===== src/rtl/opq_pkg.sv =====
// Package: shared widths, select codes and reset values for the opaque
// window decoder. Assumes a 64-bit address split into two 32-bit halves.
package opq_pkg;
    localparam int ADDR_W    = 64;
    localparam int DATA_W    = 32;
    localparam int BE_W      = DATA_W / 8;
    localparam int HI_W      = ADDR_W - DATA_W;
    localparam int GRAN_BITS = 20;
    localparam int CAP_W     = 4;
    localparam int FLD_W     = DATA_W - GRAN_BITS;      // address bits 31:20
    localparam int LO_REG_W  = FLD_W + CAP_W;           // 16-bit low registers
    localparam int SEL_W     = 3;
    localparam int NUM_SIDES = 2;

    localparam logic [CAP_W-1:0] CAP_CODE = 4'b0001;    // 64-bit capable

    localparam logic [SEL_W-1:0] SEL_BASE_LO = 3'd0;
    localparam logic [SEL_W-1:0] SEL_LIM_LO  = 3'd1;
    localparam logic [SEL_W-1:0] SEL_BASE_HI = 3'd2;
    localparam logic [SEL_W-1:0] SEL_LIM_HI  = 3'd3;
    localparam logic [SEL_W-1:0] SEL_EN      = 3'd4;

    typedef struct packed {
        logic             en;
        logic [HI_W-1:0]  base_hi;
        logic [FLD_W-1:0] base_fld;
        logic [HI_W-1:0]  lim_hi;
        logic [FLD_W-1:0] lim_fld;
    } win_cfg_t;
endpackage


===== src/rtl/opq_regfile.sv =====
// Register storage for the opaque window. Applies per-byte write enables,
// keeps the capability nibble read-only and returns combinational read data.
// Assumes a single-cycle write strobe sampled on the rising clock edge.
module opq_regfile
    import opq_pkg::*;
(
    input  logic              clk,
    input  logic              rst_n,
    input  logic [SEL_W-1:0]  sel,
    input  logic              wr,
    input  logic [BE_W-1:0]   be,
    input  logic [DATA_W-1:0] wdata,
    output logic [DATA_W-1:0] rdata,
    output win_cfg_t          cfg
);
    localparam int LO_BYTES = LO_REG_W / 8;

    win_cfg_t cfg_q;
    win_cfg_t cfg_d;

    // Merge selected bytes of a full-width register image.
    function automatic logic [DATA_W-1:0] merge_word(
        input logic [DATA_W-1:0] old_v,
        input logic [DATA_W-1:0] new_v,
        input logic [BE_W-1:0]   mask
    );
        logic [DATA_W-1:0] r;
        r = old_v;
        for (int b = 0; b < BE_W; b++) begin
            if (mask[b]) r[b*8 +: 8] = new_v[b*8 +: 8];
        end
        return r;
    endfunction

    // Merge bytes of a low register image, keeping only the writable field.
    function automatic logic [FLD_W-1:0] merge_field(
        input logic [FLD_W-1:0]  old_f,
        input logic [DATA_W-1:0] new_v,
        input logic [BE_W-1:0]   mask
    );
        logic [LO_REG_W-1:0] img;
        img = {old_f, CAP_CODE};
        for (int b = 0; b < LO_BYTES; b++) begin
            if (mask[b]) img[b*8 +: 8] = new_v[b*8 +: 8];
        end
        return img[LO_REG_W-1:CAP_W];
    endfunction

    // Next-state: apply a write to the selected register only.
    always_comb begin
        cfg_d = cfg_q;
        if (wr) begin
            case (sel)
                SEL_BASE_LO: cfg_d.base_fld = merge_field(cfg_q.base_fld, wdata, be);
                SEL_LIM_LO:  cfg_d.lim_fld  = merge_field(cfg_q.lim_fld, wdata, be);
                SEL_BASE_HI: cfg_d.base_hi  = merge_word(cfg_q.base_hi, wdata, be);
                SEL_LIM_HI:  cfg_d.lim_hi   = merge_word(cfg_q.lim_hi, wdata, be);
                SEL_EN:      if (be[0]) cfg_d.en = wdata[0];
                default:     cfg_d = cfg_q;
            endcase
        end
    end

    // State: reset leaves an empty, disabled window.
    always_ff @(posedge clk) begin
        if (!rst_n) begin
            cfg_q.en       <= 1'b0;
            cfg_q.base_hi  <= '1;
            cfg_q.base_fld <= '1;
            cfg_q.lim_hi   <= '0;
            cfg_q.lim_fld  <= '1;
        end else begin
            cfg_q <= cfg_d;
        end
    end

    // Read mux: low registers carry the capability nibble.
    always_comb begin
        rdata = '0;
        case (sel)
            SEL_BASE_LO: rdata[LO_REG_W-1:0] = {cfg_q.base_fld, CAP_CODE};
            SEL_LIM_LO:  rdata[LO_REG_W-1:0] = {cfg_q.lim_fld, CAP_CODE};
            SEL_BASE_HI: rdata = cfg_q.base_hi;
            SEL_LIM_HI:  rdata = cfg_q.lim_hi;
            SEL_EN:      rdata[0] = cfg_q.en;
            default:     rdata = '0;
        endcase
    end

    assign cfg = cfg_q;

    // first cycle out of reset shows the reset image.
    assert_reset_vals_R1: assert property (@(posedge clk) disable iff (!rst_n)
        !$past(rst_n) |-> (!cfg_q.en && cfg_q.base_hi == '1 && cfg_q.lim_hi == '0
                           && cfg_q.base_fld == '1 && cfg_q.lim_fld == '1));

    // without a write nothing moves.
    assert_hold_no_write_R9: assert property (@(posedge clk) disable iff (!rst_n)
        ($past(rst_n) && !$past(wr)) |-> $stable(cfg_q));

    // a cleared top byte enable keeps the top byte of base-high.
    assert_byte_mask_R3: assert property (@(posedge clk) disable iff (!rst_n)
        ($past(rst_n) && $past(wr && sel == SEL_BASE_HI && !be[BE_W-1]))
        |-> (cfg_q.base_hi[HI_W-1 -: 8] == $past(cfg_q.base_hi[HI_W-1 -: 8])));

    // writes to unused codes change nothing.
    assert_bad_sel_R4: assert property (@(posedge clk) disable iff (!rst_n)
        ($past(rst_n) && $past(wr && sel > SEL_EN)) |-> $stable(cfg_q));
endmodule


===== src/rtl/opq_range_cmp.sv =====
// Inclusive unsigned range check of one address against the window.
// Purely combinational; clock and reset only qualify the assertions.
module opq_range_cmp
    import opq_pkg::*;
(
    input  logic              clk,
    input  logic              rst_n,
    input  logic              en,
    input  logic [ADDR_W-1:0] base,
    input  logic [ADDR_W-1:0] limit,
    input  logic [ADDR_W-1:0] addr,
    output logic              hit
);
    logic above_base;
    logic below_limit;

    // Compare: both bounds inclusive, gated by the enable.
    always_comb begin
        above_base  = (addr >= base);
        below_limit = (addr <= limit);
        hit         = en && above_base && below_limit;
    end

    // a disabled window never hits.
    assert_off_quiet_R6: assert property (@(posedge clk) disable iff (!rst_n)
        !en |-> !hit);

    // an inverted window never hits.
    assert_empty_window_R7: assert property (@(posedge clk) disable iff (!rst_n)
        (base > limit) |-> !hit);
endmodule


===== src/rtl/opq_window_decoder.sv =====
// Top: opaque memory window registers plus one range check per bridge side.
// Assumes addresses are presented stably around the sampling point; the
// reject flags are combinational on the address inputs.
module opq_window_decoder
    import opq_pkg::*;
(
    input  logic              clk,
    input  logic              rst_n,
    input  logic [SEL_W-1:0]  cfg_sel,
    input  logic              cfg_wr,
    input  logic [BE_W-1:0]   cfg_be,
    input  logic [DATA_W-1:0] cfg_wdata,
    output logic [DATA_W-1:0] cfg_rdata,
    input  logic [ADDR_W-1:0] pri_addr,
    output logic              pri_reject,
    input  logic [ADDR_W-1:0] sec_addr,
    output logic              sec_reject
);
    win_cfg_t          cfg;
    logic [ADDR_W-1:0] win_base;
    logic [ADDR_W-1:0] win_limit;
    logic [ADDR_W-1:0] side_addr [NUM_SIDES];
    logic              side_hit  [NUM_SIDES];

    opq_regfile i_regs (
        .clk   (clk),
        .rst_n (rst_n),
        .sel   (cfg_sel),
        .wr    (cfg_wr),
        .be    (cfg_be),
        .wdata (cfg_wdata),
        .rdata (cfg_rdata),
        .cfg   (cfg)
    );

    // Bounds: fill the granule bits with zeros (base) or ones (limit).
    always_comb begin
        win_base  = {cfg.base_hi, cfg.base_fld, {GRAN_BITS{1'b0}}};
        win_limit = {cfg.lim_hi, cfg.lim_fld, {GRAN_BITS{1'b1}}};
    end

    // Side fan-out: index 0 is primary, index 1 is secondary.
    always_comb begin
        side_addr[0] = pri_addr;
        side_addr[1] = sec_addr;
    end

    for (genvar s = 0; s < NUM_SIDES; s++) begin : g_side
        opq_range_cmp i_cmp (
            .clk   (clk),
            .rst_n (rst_n),
            .en    (cfg.en),
            .base  (win_base),
            .limit (win_limit),
            .addr  (side_addr[s]),
            .hit   (side_hit[s])
        );
    end

    assign pri_reject = side_hit[0];
    assign sec_reject = side_hit[1];

    // equal addresses on both sides decode alike.
    assert_sides_agree_R8: assert property (@(posedge clk) disable iff (!rst_n)
        (pri_addr == sec_addr) |-> (pri_reject == sec_reject));
endmodule


===== config.mk =====
export PLATFORM = sky130hd
export DESIGN_NAME = opq_window_decoder
export DESIGN_NICKNAME = d
export VERILOG_FILES = /design/src/rtl/opq_pkg.sv /design/src/rtl/opq_regfile.sv /design/src/rtl/opq_range_cmp.sv /design/src/rtl/opq_window_decoder.sv
export SDC_FILE = /design/constraint.sdc
export NUM_CORES = 1
export LEC_CHECK = 0
export ABC_AREA = 1
export CORE_AREA = 2 2 131 133
export DETAILED_ROUTE_END_ITERATION = 16
export DIE_AREA = 0 0 133 135
export DONT_BUFFER_PORTS = 1
export HOLD_SLACK_MARGIN = 0.12
export PLACE_DENSITY_LB_ADDON = 0.25
export SETUP_SLACK_MARGIN = 0.1
export SLEW_MARGIN = 20
export SYNTH_ARGS = -nofsm -noshare
export SYNTH_HDL_FRONTEND = slang
export SYNTH_SLANG_ARGS = --single-unit
export TNS_END_PERCENT = 50

===== constraint.sdc =====
create_clock -name clk -period 2.52 [get_ports clk]
set_input_delay 0.756 -clock clk [delete_from_list [all_inputs] [get_ports clk]]
set_output_delay 0.756 -clock clk [all_outputs]
set_load 0.01 [all_outputs]

* Yosys cells after proc, flatten, opt, wreduce, memory -nomap -nowiden
Cells that the tools add are included.
Widths: inputs -> output; s select.
** Storage, ports and cells
- Register bits after elaboration :: 89
- Bits in latches :: 0
- RAM bits :: 0
- Bits in read-only memories :: 0
- Input bits :: 170
- Output and inout bits :: 34
- Word-level logic and storage cells :: 43
- Memories kept :: 0
** Operators by class
- Add/sub/neg operators :: 0
- Multiply operators :: 0
- Divide/modulo/power cells :: 0
- Order comparisons :: 4
- Equality and inequality tests :: 4
- Shifts and indexed selects :: 0
- Muxes and demuxes :: 3
- Bitwise operators :: 0
- Reductions and logical operators :: 19
** Operators with widths (count)
- $ge 64x64->1 :: 2
- $le 64x64->1 :: 2
- $pmux 15 s4 :: 1
- $reduce_and 3->1 :: 13
- $pmux 16 s2 :: 1
- $eq 3x2->1 const B :: 2
- $logic_and 1x1->1 :: 4
- $pmux 1 s4 :: 1
- $eq 3x1->1 const B :: 1
- $eq 3x3->1 const B :: 1
- $logic_not 3->1 :: 1
- $reduce_or 2->1 :: 1

* Logic depth before layout (Yosys ltp)
- Word-level depth :: 3
- Gate-level depth with buffers :: 14
- Depth with buffers taken out :: 14

* Modules after synthesis
A second synthesis with hierarchy kept.
** Unflattened totals
- Cell total of the unflattened synthesis :: 1778
- Area, all modules :: 11106.9 sq um
** Modules (own cells, without submodules)
- opq_range_cmp :: instances 2, cells each 580, area an instance 3519.6 sq um, sequential area each 0.0 sq um
- opq_regfile :: instances 1, cells each 616, area an instance 4060.1 sq um, sequential area each 1781.7 sq um
- opq_window_decoder :: instances 1, cells each 2, area an instance 7.5 sq um, sequential area each 0.0 sq um

* Least setup slack after synthesis
No wires, ideal clock.
- Path kind :: input to output
- From :: input sec_addr[39]
- To :: output sec_reject
- Arrival :: 1.841 ns
- Data required time :: 1.764 ns
- Slack :: -0.077 ns
- Cell stages on the path :: 9
- Buffers on the path :: 0
- Path through :: ha_1 -> nand2_1 -> nor2_1 -> and2_1 -> nand2_1 -> nor2_1 -> and3_1 -> nor2_1 -> nor2_1
** Between the ends
- Word-level cells in the longest chain between the ends :: 3
- Elaborated cells on any way between the ends :: 4
- Classes of those cells :: order compare: 2; reduce/logical: 2
** Ends and longest elaborated chain
- from (decl) :: line opq_window_decoder.sv:16 : input logic [ADDR_W-1:0] sec_addr,
- $ge 64x64->1 :: line opq_range_cmp.sv:19 : above_base = (addr >= base);
- $logic_and 1x1->1 :: line opq_range_cmp.sv:21 : hit = en && above_base && below_limit;
- $logic_and 1x1->1 (*) :: line opq_range_cmp.sv:21
- to (decl) :: line opq_window_decoder.sv:17 : output logic sec_reject
Every way passes the cells marked *; elsewhere a longest branch is shown, timed or not.

* Worst setup path after layout
- From :: register i_regs.cfg_q (netlist bit i_regs.cfg[39])
- To :: output sec_reject
** Between the ends
- Word-level cells in the longest chain between the ends :: 2
** Ends and longest elaborated chain
- from (decl) :: line opq_regfile.sv:18 : win_cfg_t cfg_q;
- from (signal assigned) :: line opq_regfile.sv:73 : cfg_q <= cfg_d;
- $le 64x64->1 :: line opq_range_cmp.sv:20 : below_limit = (addr <= limit);
- $logic_and 1x1->1 :: line opq_range_cmp.sv:21
No other way between the ends.

==> metrics.txt <==
# TYPE chip_impl_metric gauge
chip_impl_info{name="cts_tree",value="done"} 1
chip_impl_metric{name="largest_register_ffs",unit=""} 89
chip_impl_metric{name="floorplan.core_area",unit="um2"} 16400
chip_impl_metric{name="drt_drc_violations_left",unit=""} 0
chip_impl_metric{name="worstSkewPairLatency",unit="ps"} 350
chip_impl_metric{name="synth-seq-area-share",unit=""} 0.216
chip_impl_metric{name="place.detailed.instances",unit=""} 1439
chip_impl_info{name="violated_checks",value="setup timing"} 1
chip_impl_info{name="timing.critical_path.max_delay_family",value="simple AND/OR/NAND/NOR gates"} 1
chip_impl_metric{name="yosysTopAreaCellShare",unit=""} 0.267
chip_impl_metric{name="path_max_fanout",unit=""} 3
chip_impl_metric{name="syn_area_per_cell",unit="um2"} 6.97
chip_impl_metric{name="nets",unit=""} 1581
chip_impl_metric{name="fin_cells",unit=""} 1460
chip_impl_metric{name="first_global_vias",unit=""} 7405
chip_impl_metric{name="clock-skew-final",unit="ps"} 0
chip_impl_metric{name="cts.sinks",unit=""} 89
chip_impl_info{name="outcome",value="finished with violations"} 1
chip_impl_metric{name="netlist_area",unit="um2"} 8240
chip_impl_metric{name="antenna_found_initial",unit=""} 0
chip_impl_metric{name="io_pins",unit=""} 204
chip_impl_metric{name="via_per_inst",unit=""} 5.37
chip_impl_metric{name="place.gp.congestion",unit=""} 0.924
chip_impl_metric{name="grt_start_max_net_pins",unit=""} 68
chip_impl_metric{name="initial_core_utilization",unit=""} 0.502
chip_impl_metric{name="detail_route.iter0.violations",unit=""} 336
chip_impl_metric{name="die_y",unit="um"} 135
chip_impl_metric{name="max_cap_viol_count",unit=""} 0
chip_impl_metric{name="rows",unit=""} 47
chip_impl_metric{name="synth.lib_cells_used.distinct",unit=""} 28
chip_impl_info{name="grt_setup_unrepaired",value="yes"} 1
chip_impl_info{name="library_cell_with_the_largest_summed_area_after_synthesis",value="ha_1"} 1
chip_impl_metric{name="grt.total_usage",unit=""} 0.267
chip_impl_metric{name="max-clock-path-buffers",unit=""} 2
chip_impl_metric{name="worst_slack",unit="ps"} -309
chip_impl_metric{name="final_layout_size_suffix_gt1_frac",unit=""} 0.200
chip_impl_metric{name="critical_path_required",unit="ps"} 1760
chip_impl_metric{name="detailedRoute.firstPassIterationCount",unit=""} 5
chip_impl_metric{name="power.density_cell_area",unit="nW/um2"} 356
chip_impl_metric{name="yosys_register_bits",unit=""} 89
chip_impl_metric{name="worst_ir_drop_vdd",unit="uV"} 293
chip_impl_metric{name="leakagePower",unit="uW"} 0.00493
chip_impl_metric{name="die_area",unit="um2"} 18000
chip_impl_metric{name="tightestPinTransition",unit="ps"} 749
chip_impl_info{name="min_path_type",value="flop to flop"} 1
chip_impl_info{name="cts_root_buf",value="clkbuf_16"} 1
chip_impl_metric{name="finalHoldViolations",unit=""} 0
chip_impl_metric{name="period_share",unit=""} 1.12
chip_impl_metric{name="place.port_buffers",unit=""} 0
chip_impl_metric{name="final_core_util",unit=""} 0.607
chip_impl_metric{name="antenna_cells_inserted",unit=""} 0
chip_impl_metric{name="finalMaxSlewViolations",unit=""} 0
chip_impl_metric{name="vias",unit=""} 7845
chip_impl_info{name="startpoint_class",value="flop"} 1
chip_impl_metric{name="routedWlPerCell",unit="um"} 16.8
chip_impl_metric{name="dieWidth",unit="um"} 133
chip_impl_metric{name="cts_inserted_buffers",unit=""} 9
chip_impl_metric{name="grt-ovfl-total",unit=""} 0
chip_impl_metric{name="final.min_clock_period",unit="ps"} 2830
chip_impl_metric{name="synth_warnings",unit=""} 0
chip_impl_metric{name="route.final.wire_length",unit="mm"} 24.5
chip_impl_metric{name="final_antenna_net_count",unit=""} 0
chip_impl_info{name="largest_cells_by_area_after_synthesis",value="ha_1 27%, dfxtp_1 22%, nand2_1 13%, inv_1 7.9%, a21oi_1 7.4%"} 1
chip_impl_metric{name="critical_path_arrival",unit="ps"} 2070
chip_impl_info{name="timing.critical_path.to_type",value="output pin"} 1
chip_impl_metric{name="detailed_place_hpwl",unit="mm"} 19.6
chip_impl_metric{name="maxSlewHeadroom",unit=""} 0.500
chip_impl_metric{name="syn_inst",unit=""} 1181
chip_impl_metric{name="clock_edge_transition_at_the_registers_on_the_reported_setup_and_hold_paths",unit="ps"} 70
chip_impl_info{name="crit_path_cells",value="inv_1 -> ha_1 -> nand2_2 -> nor2_4 -> nand4_1 -> buf_4 -> a21oi_2 -> nor2_2 -> nor2_2 -> nor2_4"} 1
chip_impl_metric{name="critical_path_buf_inv_count",unit=""} 2
chip_impl_metric{name="syn-num-nets",unit=""} 1527
chip_impl_metric{name="global_route_wire_length_before_repair",unit="mm"} 37.6
chip_impl_metric{name="total_power",unit="uW"} 3550
chip_impl_metric{name="top_achievable_clock_speed",unit="GHz"} 0.353
chip_impl_metric{name="place_ws",unit="ps"} -476
chip_impl_info{name="critical-path-slowest-cell",value="ha_1"} 1
chip_impl_metric{name="cts_htree_levels",unit=""} 3
chip_impl_info{name="timing.setup.critical_path_class",value="flop to output pin"} 1
chip_impl_metric{name="setup-violations-final",unit=""} 2
chip_impl_metric{name="syn_to_final_growth",unit="%"} 20.9
chip_impl_metric{name="timing.hold.ws",unit="ps"} 496
chip_impl_metric{name="cp_slowest_stage_delay",unit="ps"} 330
==> cell usage after synthesis (all sizes together) <==
library cell and number:
ha 176, a21oi 122, nor2 106, dfxtp 89, a21o 11, nor3 8, o21a 4, inv 175
clkbuf 10, a22oi 11, nand4 20, o22ai 20, o21ai 65, buf 17, and2 7, nand3 17
and3 2, nand2 276, a221o 1, o221ai 12, o211ai 32
==> worst reg2reg max path, cell delays in order (launching register included) <==
cell	delay, ps
dfxtp_2	320
inv_2	40
buf_4	120
buf_4	130
o211ai_1	150
==> power breakdown <==
group | switching, uW | internal (uW) | total, uW
registers | 11.6 | 1440 | 1450
logic | 435 | 320 | 755
clock network | 614 | 731 | 1340
total | 1060 | 2490 | 3550
==> stage by stage <==
step / cell area, um2 / setup TNS [ps]
after CTS: 9640 / -577
after detailed placement: 9090 / -854
final: 9950 / -557
after floorplan: 8470 / 0
after global placement: 9090 / -850
after global routing: 9950 / -815
==> placed cells by master (no fill, tap or decap), types with 3 or more instances in the layout <==
| cell | instances |
|---|---|
| clkbuf_16 | 9 |
| nor3_2 | 5 |
| ha_4 | 31 |
| nand2_2 | 7 |
| o22ai_2 | 3 |
| nand3_1 | 16 |
| o221ai_2 | 10 |
| inv_6 | 3 |
| nor2_8 | 4 |
| o22ai_1 | 17 |
| and2_4 | 4 |
| a21o_1 | 11 |
| inv_1 | 142 |
| a21oi_1 | 116 |
| nor2_4 | 13 |
| nand4_1 | 20 |
| buf_4 | 66 |
| o211ai_1 | 32 |
| buf_6 | 3 |
| o21ai_0 | 64 |
| inv_2 | 31 |
| o21a_1 | 4 |
| nor2_1 | 64 |
| a22oi_1 | 9 |
| dfxtp_1 | 75 |
| a21oi_2 | 6 |
| nor2_2 | 25 |
| nand2_1 | 268 |
| and2_1 | 3 |
| dfxtp_2 | 14 |
| ha_1 | 145 |
==> path summary, 6_finish.rpt <==
check,slack [ps],to,depth (start not counted),from
worst max-delay path,-310,sec_reject,10,i_regs.cfg[39]
worst min-delay path,500,i_regs.cfg[19],2,i_regs.cfg[19]
worst max register to register,1680,i_regs.cfg[80],4,i_regs.cfg[80]
worst min register to register,500,i_regs.cfg[19],2,i_regs.cfg[19]
==> routing by layer <==
metal | part of all wire | wire (um) | GRT usage
met3 | 0.077 | 1880 | 0.0770
met2 | 0.46 | 11200 | 0.440
met4 | 0.019 | 469 | 0.0693
met1 | 0.45 | 10900 | 0.343
met5 | 0 | 0 | 0
==> logic make-up (layout without fill, tap and decap cells) <==
| group | count (synthesis) | count (layout) | share of synthesized area |
|---|---|---|---|
| AO/OA/AOI/OAI | 278 | 278 | 0.196 |
| adder cells (fa/ha/maj) | 176 | 176 | 0.267 |
| buffers and inverters | 202 | 261 | 0.0981 |
| flip-flops | 89 | 89 | 0.216 |
| AND/OR/NAND/NOR | 436 | 436 | 0.223 |
==> layout make-up <==
type	count	area (um2)
clock buffers	11	253
well taps	220	275
repair buffers	69	529
clock inverters	5	36.3
multi-input cells	890	6390
flip-flops and latches	89	1800
fillers	1563	6450
inverters	175	662
repair inverters	1	7.51
==> timing repair <==
action / in CTS / in global routing
hold buffers: 0 / 0
pin swaps: 26 / 22
cloned: 0 / 1
endpoints found under the setup margin: 13 / 19
setup buffers: 0 / 4
resized for setup: 76 / 74
Power figures use the tool's default switching activity.
